`src/rtl/dbg_break_pkg.sv`:
```
package dbg_break_pkg;

  typedef enum logic [1:0] {
    SEQ_IDLE  = 2'd0,
    SEQ_WAIT  = 2'd1,
    SEQ_FINAL = 2'd2
  } seqState_e;

  localparam logic [1:0] ALN_END   = 2'b00;
  localparam logic [1:0] ALN_BEGIN = 2'b01;
  localparam logic [1:0] ALN_MID   = 2'b10;

  // strobes from control to datapath
  typedef struct packed {
    logic loadCnt;
    logic loadMid;
    logic decCnt;
    logic reqForced;
    logic reqTagged;
    logic stopPulse;
  } dbgStb_t;

endpackage

```
`src/rtl/dbg_break_ctrl.sv`:
```
module dbg_break_ctrl
  import dbg_break_pkg::*;
#(
  parameter int NCH = 4
) (
  input  logic              clk,
  input  logic              rstN,
  input  logic              armWr,
  input  logic [1:0]        alignSel,
  input  logic [NCH-1:0]    chanHit,
  input  logic [NCH-1:0]    chanBrkEn,
  input  logic              cmpTagHit,
  input  logic              extTagHi,
  input  logic              extTagLo,
  input  logic              auxBrk,
  input  logic              brkEnable,
  input  logic              copSwBrk,
  input  logic              manTrig,
  input  logic              entryStb,
  input  logic              cntZero,
  output seqState_e         seqState,
  output logic              traceRun,
  output dbgStb_t           stb
);

  seqState_e stateQ, stateN;
  logic pendForcedQ, pendForcedN;
  logic pendTaggedQ, pendTaggedN;

  // per-channel gated break hits
  logic [NCH-1:0] brkHitVec;
  genvar gi;
  generate
    for (gi = 0; gi < NCH; gi++) begin : gChan
      assign brkHitVec[gi] = chanHit[gi] & chanBrkEn[gi];
    end
  endgenerate

  logic tagExt, immEnd, brkHit, anyTrig, endAlign;
  assign tagExt   = extTagHi | extTagLo;
  assign immEnd   = copSwBrk | tagExt | auxBrk;
  assign brkHit   = |brkHitVec;
  assign anyTrig  = manTrig | (|chanHit) | cmpTagHit;
  assign endAlign = (alignSel != ALN_BEGIN) && (alignSel != ALN_MID);

  always_comb begin
    stateN      = stateQ;
    pendForcedN = pendForcedQ;
    pendTaggedN = pendTaggedQ;
    stb           = '0;
    stb.reqForced = copSwBrk | (auxBrk & brkEnable);
    stb.reqTagged = tagExt;
    unique case (stateQ)
      SEQ_IDLE: begin
        if (armWr && !immEnd) stateN = SEQ_WAIT;
      end
      SEQ_WAIT: begin
        if (immEnd) begin
          stateN        = SEQ_IDLE;
          stb.stopPulse = 1'b1;
        end else if (anyTrig) begin
          if (endAlign) begin
            stateN        = SEQ_IDLE;
            stb.stopPulse = 1'b1;
            stb.reqForced = brkHit;
            stb.reqTagged = cmpTagHit;
          end else begin
            stateN      = SEQ_FINAL;
            stb.loadCnt = 1'b1;
            stb.loadMid = (alignSel == ALN_MID);
            pendForcedN = brkHit;
            pendTaggedN = cmpTagHit;
          end
        end
      end
      SEQ_FINAL: begin
        if (immEnd || cntZero) begin
          stateN        = SEQ_IDLE;
          stb.stopPulse = 1'b1;
          stb.reqForced = stb.reqForced | pendForcedQ;
          stb.reqTagged = stb.reqTagged | pendTaggedQ;
          pendForcedN   = 1'b0;
          pendTaggedN   = 1'b0;
        end else begin
          stb.decCnt = entryStb;
        end
      end
      default: stateN = SEQ_IDLE;
    endcase
  end

  always_ff @(posedge clk) begin
    if (!rstN) begin
      stateQ      <= SEQ_IDLE;
      pendForcedQ <= 1'b0;
      pendTaggedQ <= 1'b0;
    end else begin
      stateQ      <= stateN;
      pendForcedQ <= pendForcedN;
      pendTaggedQ <= pendTaggedN;
    end
  end

  assign seqState = stateQ;
  assign traceRun = (stateQ == SEQ_FINAL) ||
                    ((stateQ == SEQ_WAIT) && (alignSel != ALN_BEGIN));

  AST_EXT_TAG_ENDS: assert property (@(posedge clk) disable iff (!rstN)
    (extTagHi || extTagLo) |=> (stateQ == SEQ_IDLE));

  AST_FINAL_HOLDS: assert property (@(posedge clk) disable iff (!rstN)
    (stateQ == SEQ_FINAL && !immEnd && !cntZero) |=> (stateQ == SEQ_FINAL));

  AST_TAG_PAIR_IDLE: assert property (@(posedge clk) disable iff (!rstN)
    (cmpTagHit && tagExt) |=> (stateQ == SEQ_IDLE));

  AST_ARM_ONLY_IDLE: assert property (@(posedge clk) disable iff (!rstN)
    (stateQ != SEQ_IDLE) |=> (stateQ != SEQ_WAIT) || ($past(stateQ) == SEQ_WAIT));

endmodule

```
`src/rtl/dbg_break_dp.sv`:
```
module dbg_break_dp
  import dbg_break_pkg::*;
#(
  parameter int CNT_W       = 4,
  parameter int TRACE_DEPTH = 6
) (
  input  logic             clk,
  input  logic             rstN,
  input  dbgStb_t          stb,
  input  logic [CNT_W-1:0] midCount,
  input  logic             dbgActive,
  input  logic             dbgTraceCmd,
  input  logic             userSwi,
  output logic             cntZero,
  output logic             traceStop,
  output logic             forcedBrk,
  output logic             taggedBrk,
  output logic             swiTake
);

  localparam logic [CNT_W-1:0] DEPTH_LD = CNT_W'(TRACE_DEPTH);

  logic [CNT_W-1:0] cntQ;
  logic forcedN, taggedN;

  // forced wins over tagged; debug mode masks both; trace command masks tags
  assign forcedN = stb.reqForced & ~dbgActive;
  assign taggedN = stb.reqTagged & ~stb.reqForced & ~dbgActive & ~dbgTraceCmd;

  always_ff @(posedge clk) begin
    if (!rstN) begin
      cntQ      <= '0;
      traceStop <= 1'b0;
      forcedBrk <= 1'b0;
      taggedBrk <= 1'b0;
      swiTake   <= 1'b0;
    end else begin
      if (stb.loadCnt)     cntQ <= stb.loadMid ? midCount : DEPTH_LD;
      else if (stb.decCnt) cntQ <= cntQ - 1'b1;
      traceStop <= stb.stopPulse;
      forcedBrk <= forcedN;
      taggedBrk <= taggedN;
      swiTake   <= userSwi & ~dbgActive & ~forcedN & ~taggedN;
    end
  end

  assign cntZero = (cntQ == '0);

  AST_DEBUG_MASK: assert property (@(posedge clk) disable iff (!rstN)
    dbgActive |=> (!forcedBrk && !taggedBrk && !swiTake));

  AST_SWI_YIELDS: assert property (@(posedge clk) disable iff (!rstN)
    (forcedBrk || taggedBrk) |-> !swiTake);

  AST_TRACECMD_TAG: assert property (@(posedge clk) disable iff (!rstN)
    dbgTraceCmd |=> !taggedBrk);

endmodule

```
`src/rtl/dbg_break_arb.sv`:
```
module dbg_break_arb
  import dbg_break_pkg::*;
#(
  parameter int NCH         = 4,
  parameter int CNT_W       = 4,
  parameter int TRACE_DEPTH = 6
) (
  input  logic             clk,
  input  logic             rstN,
  input  logic             armWr,
  input  logic [1:0]       alignSel,
  input  logic [CNT_W-1:0] midCount,
  input  logic [NCH-1:0]   chanHit,
  input  logic [NCH-1:0]   chanBrkEn,
  input  logic             cmpTagHit,
  input  logic             extTagHi,
  input  logic             extTagLo,
  input  logic             auxBrk,
  input  logic             brkEnable,
  input  logic             copSwBrk,
  input  logic             manTrig,
  input  logic             entryStb,
  input  logic             dbgActive,
  input  logic             dbgTraceCmd,
  input  logic             userSwi,
  output logic [1:0]       seqState,
  output logic             traceRun,
  output logic             traceStop,
  output logic             forcedBrk,
  output logic             taggedBrk,
  output logic             swiTake
);

  dbgStb_t   stb;
  seqState_e stateE;
  logic      cntZero;

  dbg_break_ctrl #(.NCH(NCH)) uCtrl (
    .clk(clk), .rstN(rstN), .armWr(armWr), .alignSel(alignSel),
    .chanHit(chanHit), .chanBrkEn(chanBrkEn), .cmpTagHit(cmpTagHit),
    .extTagHi(extTagHi), .extTagLo(extTagLo), .auxBrk(auxBrk),
    .brkEnable(brkEnable), .copSwBrk(copSwBrk), .manTrig(manTrig),
    .entryStb(entryStb), .cntZero(cntZero), .seqState(stateE),
    .traceRun(traceRun), .stb(stb)
  );

  dbg_break_dp #(.CNT_W(CNT_W), .TRACE_DEPTH(TRACE_DEPTH)) uDp (
    .clk(clk), .rstN(rstN), .stb(stb), .midCount(midCount),
    .dbgActive(dbgActive), .dbgTraceCmd(dbgTraceCmd), .userSwi(userSwi),
    .cntZero(cntZero), .traceStop(traceStop), .forcedBrk(forcedBrk),
    .taggedBrk(taggedBrk), .swiTake(swiTake)
  );

  assign seqState = stateE;

  AST_COP_FORCES: assert property (@(posedge clk) disable iff (!rstN)
    (copSwBrk && !dbgActive) |=> (forcedBrk && !taggedBrk));

  AST_AUX_GATED: assert property (@(posedge clk) disable iff (!rstN)
    (auxBrk && !brkEnable && !copSwBrk && seqState == 2'd1) |=> !forcedBrk);

  AST_FORCED_OVER_TAG: assert property (@(posedge clk) disable iff (!rstN)
    (auxBrk && brkEnable && (extTagHi || extTagLo) && !dbgActive)
      |=> (forcedBrk && !taggedBrk));

endmodule

```
`config.mk`:
```
export PLATFORM = sky130hd
export DESIGN_NAME = dbg_break_arb
export DESIGN_NICKNAME = d
export VERILOG_FILES = /design/src/rtl/dbg_break_pkg.sv /design/src/rtl/dbg_break_ctrl.sv /design/src/rtl/dbg_break_dp.sv /design/src/rtl/dbg_break_arb.sv
export SDC_FILE = /design/constraint.sdc
export NUM_CORES = 1
export LEC_CHECK = 0
export BUFFER_PORTS_ARGS = -buffer_cell sky130_fd_sc_hd__buf_2
export CAP_MARGIN = 10
export CORE_UTILIZATION = 51
export DETAILED_ROUTE_END_ITERATION = 10
export GPL_TIMING_DRIVEN = 0
export PLACE_DENSITY = 0.88
export RECOVER_POWER = 25
export SYNTH_ARGS = -nofsm -noshare
export SYNTH_HDL_FRONTEND = slang
export SYNTH_HIERARCHICAL = 1
export SYNTH_SLANG_ARGS = --single-unit
```
`constraint.sdc`:
```
create_clock -name clk -period 2.9 [get_ports clk]
set_clock_uncertainty 0.15 [all_clocks]
set_input_delay 0 -clock clk [delete_from_list [all_inputs] [get_ports clk]]
set_output_delay 0 -clock clk [all_outputs]
set_load 0.02 [all_outputs]
```
# Word level (Yosys, flattened, before mapping)
# Index checks and enable logic that the tools add are counted.
# op_classes
n_addsub	1
n_mul	0
div	0
magnitude_cmp	0
n_eq_ne	11
shifts	0
muxes	30
n_bitwise	25
reduce_logical	14
# op_table
op	count
$mux 2	10
$and 1x1->1	12
$mux 4	3
$mux 1	10
$mux 3	3
$ne 2x1->1 const B	4
$or 1x1->1	8
$reduce_or 4->1	2
$ne 2x2->1 const B	3
$pmux 2 s3	1
$pmux 3 s2	1
$not 1->1	5
$reduce_and 5->1	1
$eq 2x2->1 const B	2
$logic_not 4->1	1
$pmux 1 s2	2
$reduce_bool 2->1	2
$sub 4x1->4 const B	1
$logic_and 1x1->1	3
$ne 3x1->1 const B	1
$reduce_and 3->1	1
$eq 2x1->1 const B	1
$logic_not 2->1	1
$logic_or 1x1->1	2
$logic_not 1->1	1
# word_totals
ff_bits	12
latch_bits	0
ram_bits	0
romBits	0
output_inout_bits	7
n_memories	0

# Logic depth before layout (Yosys ltp)
# Gate-level depths: netlist (run 1).
# depth
word_depth	12
depth_mapped	9
depth_no_buf	9

# Cells and area by module
# The synthesis (run 1) kept the hierarchy.
# modules_own_cells
module	instances	cells_each	area_each_um2	seq_area_each_um2
dbg_break_ctrl	1	72	536.8	80.1
dbg_break_dp	1	36	362.8	160.2

# Least setup slack after synthesis (run 1)
# OpenSTA, ideal clock, no wires.
# synth_timing
path_kind	flip-flop to flip-flop
from	register uCtrl.stateQ[0] (netlist: uCtrl/seqState[0])
to	register uDp.cntQ[2]
setup_ns	0.119
t_arrival_ns	1.734
required_ns	2.631
path_slack_ns	0.897
stages_incl_launch_ff	7
period_less_slack_ns	2.003
path_cell_list	dfxtp_1 > ha_1 > inv_1 > a2111oi_4 > clkbuf_1 > nand2_1 > o221a_2
# synth_rtl
element	line	source
start: declaration	dbg_break_ctrl.sv:26	seqState_e stateQ, stateN;
start signal: assignment	dbg_break_ctrl.sv:98	stateQ <= stateN;
end signal: assignment	dbg_break_dp.sv:38	if (stb.loadCnt) cntQ <= stb.loadMid ? midCount : DEPTH_LD;
end signal: assignment	dbg_break_dp.sv:39	else if (stb.decCnt) cntQ <= cntQ - 1'b1;
end: declaration	dbg_break_dp.sv:23	logic [CNT_W-1:0] cntQ;

==> key figures, run 1 <==
Yosys
  – Async S/R FF share, synth: 0%
  – Most frequent cell after synthesis: nand2_1
  – Number of synthesized register bits: 12
  – Syn Area/Cell: 8.33 um^2
  – Post-synth EDFFs: 0
  – Cell Area, Synth: around 900 um^2
  – Seq/Total Area, Yosys: 26.7%
  – Cells after Synth: 108
  – Leading area contributor after synthesis: dfxtp_1
  – Post-synth cell types: 42
  – Dominant cells by area after synthesis: dfxtp_1, ha_1, nand2_1
  – YS warnings: 6
  – Ys flop type: dfxtp_1
  – Post-synth top area share: 26.7%
  – Post-Syn Nets: ~140
  – Most instantiated cells after synthesis: nand2_1, dfxtp_1, inv_1

Floorplan
  – Die area: between 0.0015 and 0.002 mm^2
  – Die height: 44 um
  – Core area: 0.00158 mm^2
  – I/O pins: 35
  – Row count: 14
  – DIE WIDTH: around 44 um
  – Starting Density: 57.1%

Routing
  – Vias: 1078
  – 1st-pass router iterations: 6
  – Vias per cell: 6.13
  – DR DRC count: 0
  – DR iter-0 viols: 92
  – WL per Instance: 15.5 um
  – Remaining antenna violation count: 0
  – DRT Wirelength: around 2700 um

STA
  – # setup viols final: 0
  – Final Critical Period: 2.76 ns
  – Setup TNS: 0 ns
  – Slew Limit Fails: 0
  – Worst Tran Pin Value: 0.680 ns
  – Hold Fails Final Rpt: 0
  – Unrepaired setup endpoints after global routing: no
  – Worst slew margin: 54.2%
  – Upper clock frequency limit: 363 MHz
  – Final Cycle Share: 95.1%

Finish
  – Fin util: between 80 and 90%
  – Nets@finish: between 150 and 200
  – Share of cells above drive strength 1: a little over a quarter
  – Area Overhead vs Synth: 40.3%
  – N_diodes: 0
  – Fin area: 0.00126 mm^2

Power
  – Static Leak: 0.579 nW
  – Peak VDD IR: 0.221 mV
  – Power per cell area: 275 mW/mm^2
  – Total chip power: approximately 350 uW

Critical path
  – Setup crit end kind: flip-flop
  – Crit path arrival time: 2.78 ns
  – Worst setup SP type: flip-flop
  – Crit path kind: reg2reg
  – Max Fanout on Critical Path: 5
  – Worst Path Required: 2.92 ns

Clock network
  – Num CTS Buffers: 3
  – Clock tree from TritonCTS: built
  – Clock Pin Slew Worst Setup and Hold Paths: ~0.080 ns
  – H-tree Lvls: 1
  – Worst-Skew Late Latency: 0.28 ns
  – Clk sinks: 12
  – Clk buf depth: 2
  – Clk root buf: clkbuf_4

Status
  – Status: completed

Placement
  – Area after DPL: 0.00109 mm^2
  – GPL Wtd Cong: 0.828
  – Port Buf Inserts: 34
  – HPWL Detailed: 1720 um

Global route
  – Vias in the first global route: roughly 1100
  – First-pass GRT wire length: 4170 um
  – Total Routing Usage GR: 29.9%
  – Pin count of the biggest net entering global routing: 14
  – Initial antenna violation count: 0
  – Grt total ovfl: 0

Hold path
  – Worst hold path class: in2reg

Run
  – Number of max-cap violations: 0
==> registers in the layout (all words and copies together) (netlist names) <==
name               cells
uDp/cntQ               4
uCtrl/seqState         2
uCtrl/pendForcedQ      1
uCtrl/pendTaggedQ      1
uDp/forcedBrk          1
uDp/swiTake            1
uDp/taggedBrk          1
uDp/traceStop          1
==> power by group <==
group | switching [mW] | internal (mW)
Combinational | 0.0371 | 0.0368
Sequential | 0.00112 | 0.166
Clock | 0.0581 | 0.0482
Total | 0.0964 | 0.251
==> cells by family after synthesis <==
family	synth area share, %
AO/OA/AOI/OAI	25.0
XOR/XNOR	2.92
adder cells (fa/ha/maj)	8.34
buffers and inverters	5.84
flip-flops	26.7
AND/OR/NAND/NOR	31.2
==> final timing paths <==
check / start / to / slack (ns) / cells past startpoint
max reg2reg: uDp/cntQ[0]$_SDFFE_PN0P_ / uDp/cntQ[2]$_SDFFE_PN0P_ / 0.14 / 9
min reg2reg: uCtrl/seqState[1]$_SDFFE_PN0P_ / uCtrl/seqState[1]$_SDFFE_PN0P_ / 0.36 / 2
max: uDp/cntQ[0]$_SDFFE_PN0P_ / uDp/cntQ[2]$_SDFFE_PN0P_ / 0.14 / 9
min: copSwBrk / uCtrl/seqState[1]$_SDFFE_PN0P_ / 0.07 / 5
==> metal layers <==
| layer | vias up | track usage (%) | wire (um) |
|---|---|---|---|
| met5 | - | 0 | 0 |
| met4 | 0 | 21.2 | 125 |
| met3 | 17 | 7.92 | 213 |
| li1 | 497 | - | - |
| met2 | 68 | 52.1 | 1310 |
| met1 | 496 | 30.4 | 1080 |
==> cell usage in the layout (no fill, tap or decap), types with 4 or more instances in the layout <==
cell and count:
nand3_1 4, a21oi_1 6, clkbuf_1 6, ha_1 6, nor2_1 5, dfxtp_1 12, buf_2 30, nand2_1 15
inv_1 12, dlygate4sd3_1 15
==> timing repair <==
item / CTS / global route
resized for setup: 0 / 1
hold endpoints to repair: 11 / 0
endpoints found under the setup margin: 0 / 1
hold buffers: 15 / 0
setup buffers: 0 / 0
==> worst max-delay path, cell delays in order, from the launching register on <==
cell,delay [ns]
dfxtp_1,0.43
inv_1,0.08
ha_1,0.22
nor3b_2,0.18
nor2_1,0.25
and3_1,0.32
nand2_1,0.10
xnor2_1,0.13
o221a_2,0.24
dlygate4sd3_1,0.55
==> layout make-up <==
class / instances / area, um^2
clock buffer: 3 / 22.5
fill: 99 / 314
multi-input combinational: 82 / 612
tap: 16 / 20.0
timing repair buffer: 49 / 315
inverter: 12 / 45.0
buffer: 2 / 7.51
sequential: 12 / 240
==> through the flow <==
| stage | setup WS (ns) | std cells | hold WS (ns) |
|---|---|---|---|
| 6_report | 0.142 | 176 | 0.0690 |
| 5_1_grt | 0.0163 | 176 | 0.138 |
| 3_3_place_gp | 0.718 | 158 | 0.0402 |
| 3_5_place_dp | 0.626 | 158 | 0.0482 |
| 4_1_cts | 0.0885 | 176 | 0.0623 |
| 2_1_floorplan | 0.897 | 108 | -0.0727 |
(Power assumes the default switching activity.)
==> inputs of run 2 (changes only) <==
- SETUP_SLACK_MARGIN: not set -> 0.2
==> run 2 against run 1 <==
  * Global-route usage up 0.060 points
  * Final area unchanged
  * Via count down 2.3%
  * Clock-buffer cell count unchanged
  * Non-clock buffer count down 2
  * Utilization unchanged
  * Critical path depth down 1
  * Combinational power up 2%
  * Largest power group unchanged
==> key figures, run 2 (synthesis results as in run 1) <==
Routing
  – DR iter-0 viols: 52 (-43%)
  – Remaining antenna violation count: 0 (unchanged)
  – Vias per cell: 6.05 (-1.2%)
  – WL per Instance: 16.1 um (+3.8%)
  – 1st-pass router iterations: 7 (+1)
  – Vias: 1053 (-2.3%)
  – DRT Wirelength: 2800 um (+2.6%)
  – DR DRC count: 0 (unchanged)

Finish
  – Most common cell after layout, fill and taps aside: buf_2
  – Top reg by flops: uDp/cntQ
  – N_diodes: 0 (unchanged)
  – Leading cell types in the layout, fill and taps excluded: buf_2, nand2_1, dlygate4sd3_1
  – Nets@finish: 194 (-1.0%)
  – Area Overhead vs Synth: 40.3% (unchanged)
  – Share of cells above drive strength 1: 29.7% (+3.5 points)
  – Max reg flops: 4 (unchanged)

Floorplan
  – Row count: 14 (unchanged)
  – Die height: 44 um (unchanged)
  – Die area: 0.00194 mm^2 (unchanged)
  – I/O pins: 35 (unchanged)
  – DIE WIDTH: 44 um (unchanged)
  – Core area: 0.00158 mm^2 (unchanged)
  – Starting Density: 57.1% (unchanged)

Clock network
  – Clock tree from TritonCTS: built
  – Clk buf depth: 2 (unchanged)
  – H-tree Lvls: 1 (unchanged)
  – Clock Pin Slew Worst Setup and Hold Paths: 0.08 ns (about the same)
  – Num CTS Buffers: 3 (unchanged)
  – # Post-CTS Setup Buffers: 0 (unchanged)
  – Clk sinks: 12 (unchanged)
  – Clk root buf: clkbuf_4
  – Worst-Skew Late Latency: 0.28 ns (about the same)

STA
  – # setup viols final: 0 (unchanged)
  – Hold Fails Final Rpt: 0 (unchanged)
  – Unrepaired setup endpoints after global routing: yes
  – Upper clock frequency limit: 382 MHz (+5.3%)
  – Worst Tran Pin Value: 0.689 ns (+0.00831 ns)
  – Setup TNS: 0 ns (unchanged)
  – Worst slew margin: 53.7% (-0.56 points)
  – Slew Limit Fails: 0 (unchanged)
  – Final Cycle Share: 90.3% (-4.8 points)
  – Final Critical Period: 2.62 ns (-0.139 ns)

Critical path
  – Delay-heaviest family, CP: simple AND/OR/NAND/NOR gates
  – CP Depth: 8 (-1)
  – Crit path kind: reg2reg
  – CP cell instances: inv_1, ha_1, nor3b_2, nor2_2, o21ai_1, a221o_1, nor4b_1, dlygate4sd3_1
  – Depth of the most critical reg-to-reg path: 8 (-1)
  – Worst Path Required: 2.97 ns (+0.05 ns)
  – Slowest stage delay, CP: 0.58 ns (+0.03 ns)
  – Crit path arrival time: 2.69 ns (-0.09 ns)
  – Worst setup SP type: flip-flop
  – Slowest cell on the critical path: dlygate4sd3_1
  – Max Fanout on Critical Path: 4 (-1)
  – Worst path bufs/invs: 2 (unchanged)
  – Setup crit end kind: flip-flop

Placement
  – Port Buf Inserts: 34 (unchanged)
  – GPL Wtd Cong: 0.828 (unchanged)
  – HPWL Detailed: 1720 um (unchanged)

Power
  – Peak VDD IR: 0.223 mV (+0.84%)
  – Static Leak: 0.572 nW (-1.2%)
  – Total chip power: 348 uW (+0.17%)
  – Power per cell area: 276 mW/mm^2 (+0.17%)

Global route
  – Initial antenna violation count: 0 (unchanged)
  – Total Routing Usage GR: 29.9% (+0.060 points)
  – Pin count of the biggest net entering global routing: 14 (unchanged)
  – Vias in the first global route: 1054 (-0.85%)
  – Grt total ovfl: 0 (unchanged)
  – First-pass GRT wire length: 4170 um (-0.17%)

Hold path
  – Worst hold path class: in2reg
  – WHS Path Cells: 5 (unchanged)

Status
  – Status: completed

Run
  – Number of max-cap violations: 0 (unchanged)
[run 2: cell types whose count changed in the layout (fill, tap and decap cells not counted)]
cell / before / now
nor4_4: 0 / 1
nor4_2: 1 / 0
dlygate4sd3_1: 15 / 13
nor2_2: 0 / 1
a211oi_1: 1 / 0
dfxtp_1: 12 / 10
a211oi_2: 1 / 2
dfxtp_2: 0 / 2
clkbuf_2: 0 / 1
clkbuf_1: 6 / 5
nor2_1: 5 / 4
[run 2: stage by stage]
| step | utilization [%] | area (um^2) | instances | setup slack, ns | hold WS (ns) |
|---|---|---|---|---|---|
| after floorplan | - | 900 | 108 | 0.897 | -0.0727 |
| after global placement | 69.1 | 1090 | 158 | 0.718 | 0.0402 |
| after detailed placement | 69.1 | 1090 | 158 | 0.626 | 0.0482 |
| after CTS | 78.8 | 1240 | 174 | 0.229 | 0.0623 |
| after global routing | 80.1 | 1260 | 174 | 0.182 | 0.100 |
| final | 80.1 | 1260 | 174 | 0.281 | 0.0709 |
[run 2: final cells by class]
type | count | area [um^2]
buffer | 2 | 8.76
clock buffer | 3 | 22.5
fill | 107 | 314
inverter | 12 | 45.0
multi-input combinational | 82 | 628
sequential | 12 | 243
tap | 16 | 20.0
timing repair buffer | 47 | 295
[run 2: report_power, final]
group | internal (mW) | total, mW | switching [mW] | leakage, nW
clock network | 0.0482 | 0.106 | 0.0575 | 0.0138
registers | 0.166 | 0.167 | 0.000852 | 0.0979
logic | 0.0371 | 0.0754 | 0.0383 | 0.460
[run 2: what timing repair did]
| item | CTS | global route |
|---|---|---|
| hold buffers | 13 | 0 |
| endpoints found under the hold margin | 11 | 0 |
| endpoints found under the setup margin | 0 | 2 |
| resized for setup | 0 | 8 |
[run 2: final timing paths]
| check | from | slack (ns) | end |
|---|---|---|---|
| worst max register to register | uDp/cntQ[1]$_SDFFE_PN0P_ | 0.28 | uDp/swiTake$_SDFF_PN0_ |
| worst min register to register | uCtrl/seqState[1]$_SDFFE_PN0P_ | 0.36 | uCtrl/seqState[1]$_SDFFE_PN0P_ |
| worst min-delay path | copSwBrk | 0.07 | uCtrl/seqState[1]$_SDFFE_PN0P_ |
| worst max-delay path | uDp/cntQ[1]$_SDFFE_PN0P_ | 0.28 | uDp/swiTake$_SDFF_PN0_ |
[run 2: per-layer routing]
layer | wire (um) | up-vias | track usage (%)
met1 | 1060 | 477 | 29.0
met2 | 1450 | 69 | 55.3
met3 | 191 | 14 | 7.50
li1 | - | 493 | -
met5 | 0 | - | 0
met4 | 97 | 0 | 18.8
[run 2: tightest hold or removal path, delay by kind of cell]
kind                   cells  cell delay [ns]
AND/OR/NAND/NOR            2             0.18
AO/OA/AOI/OAI              2             0.16
buffers and inverters      1             0.10
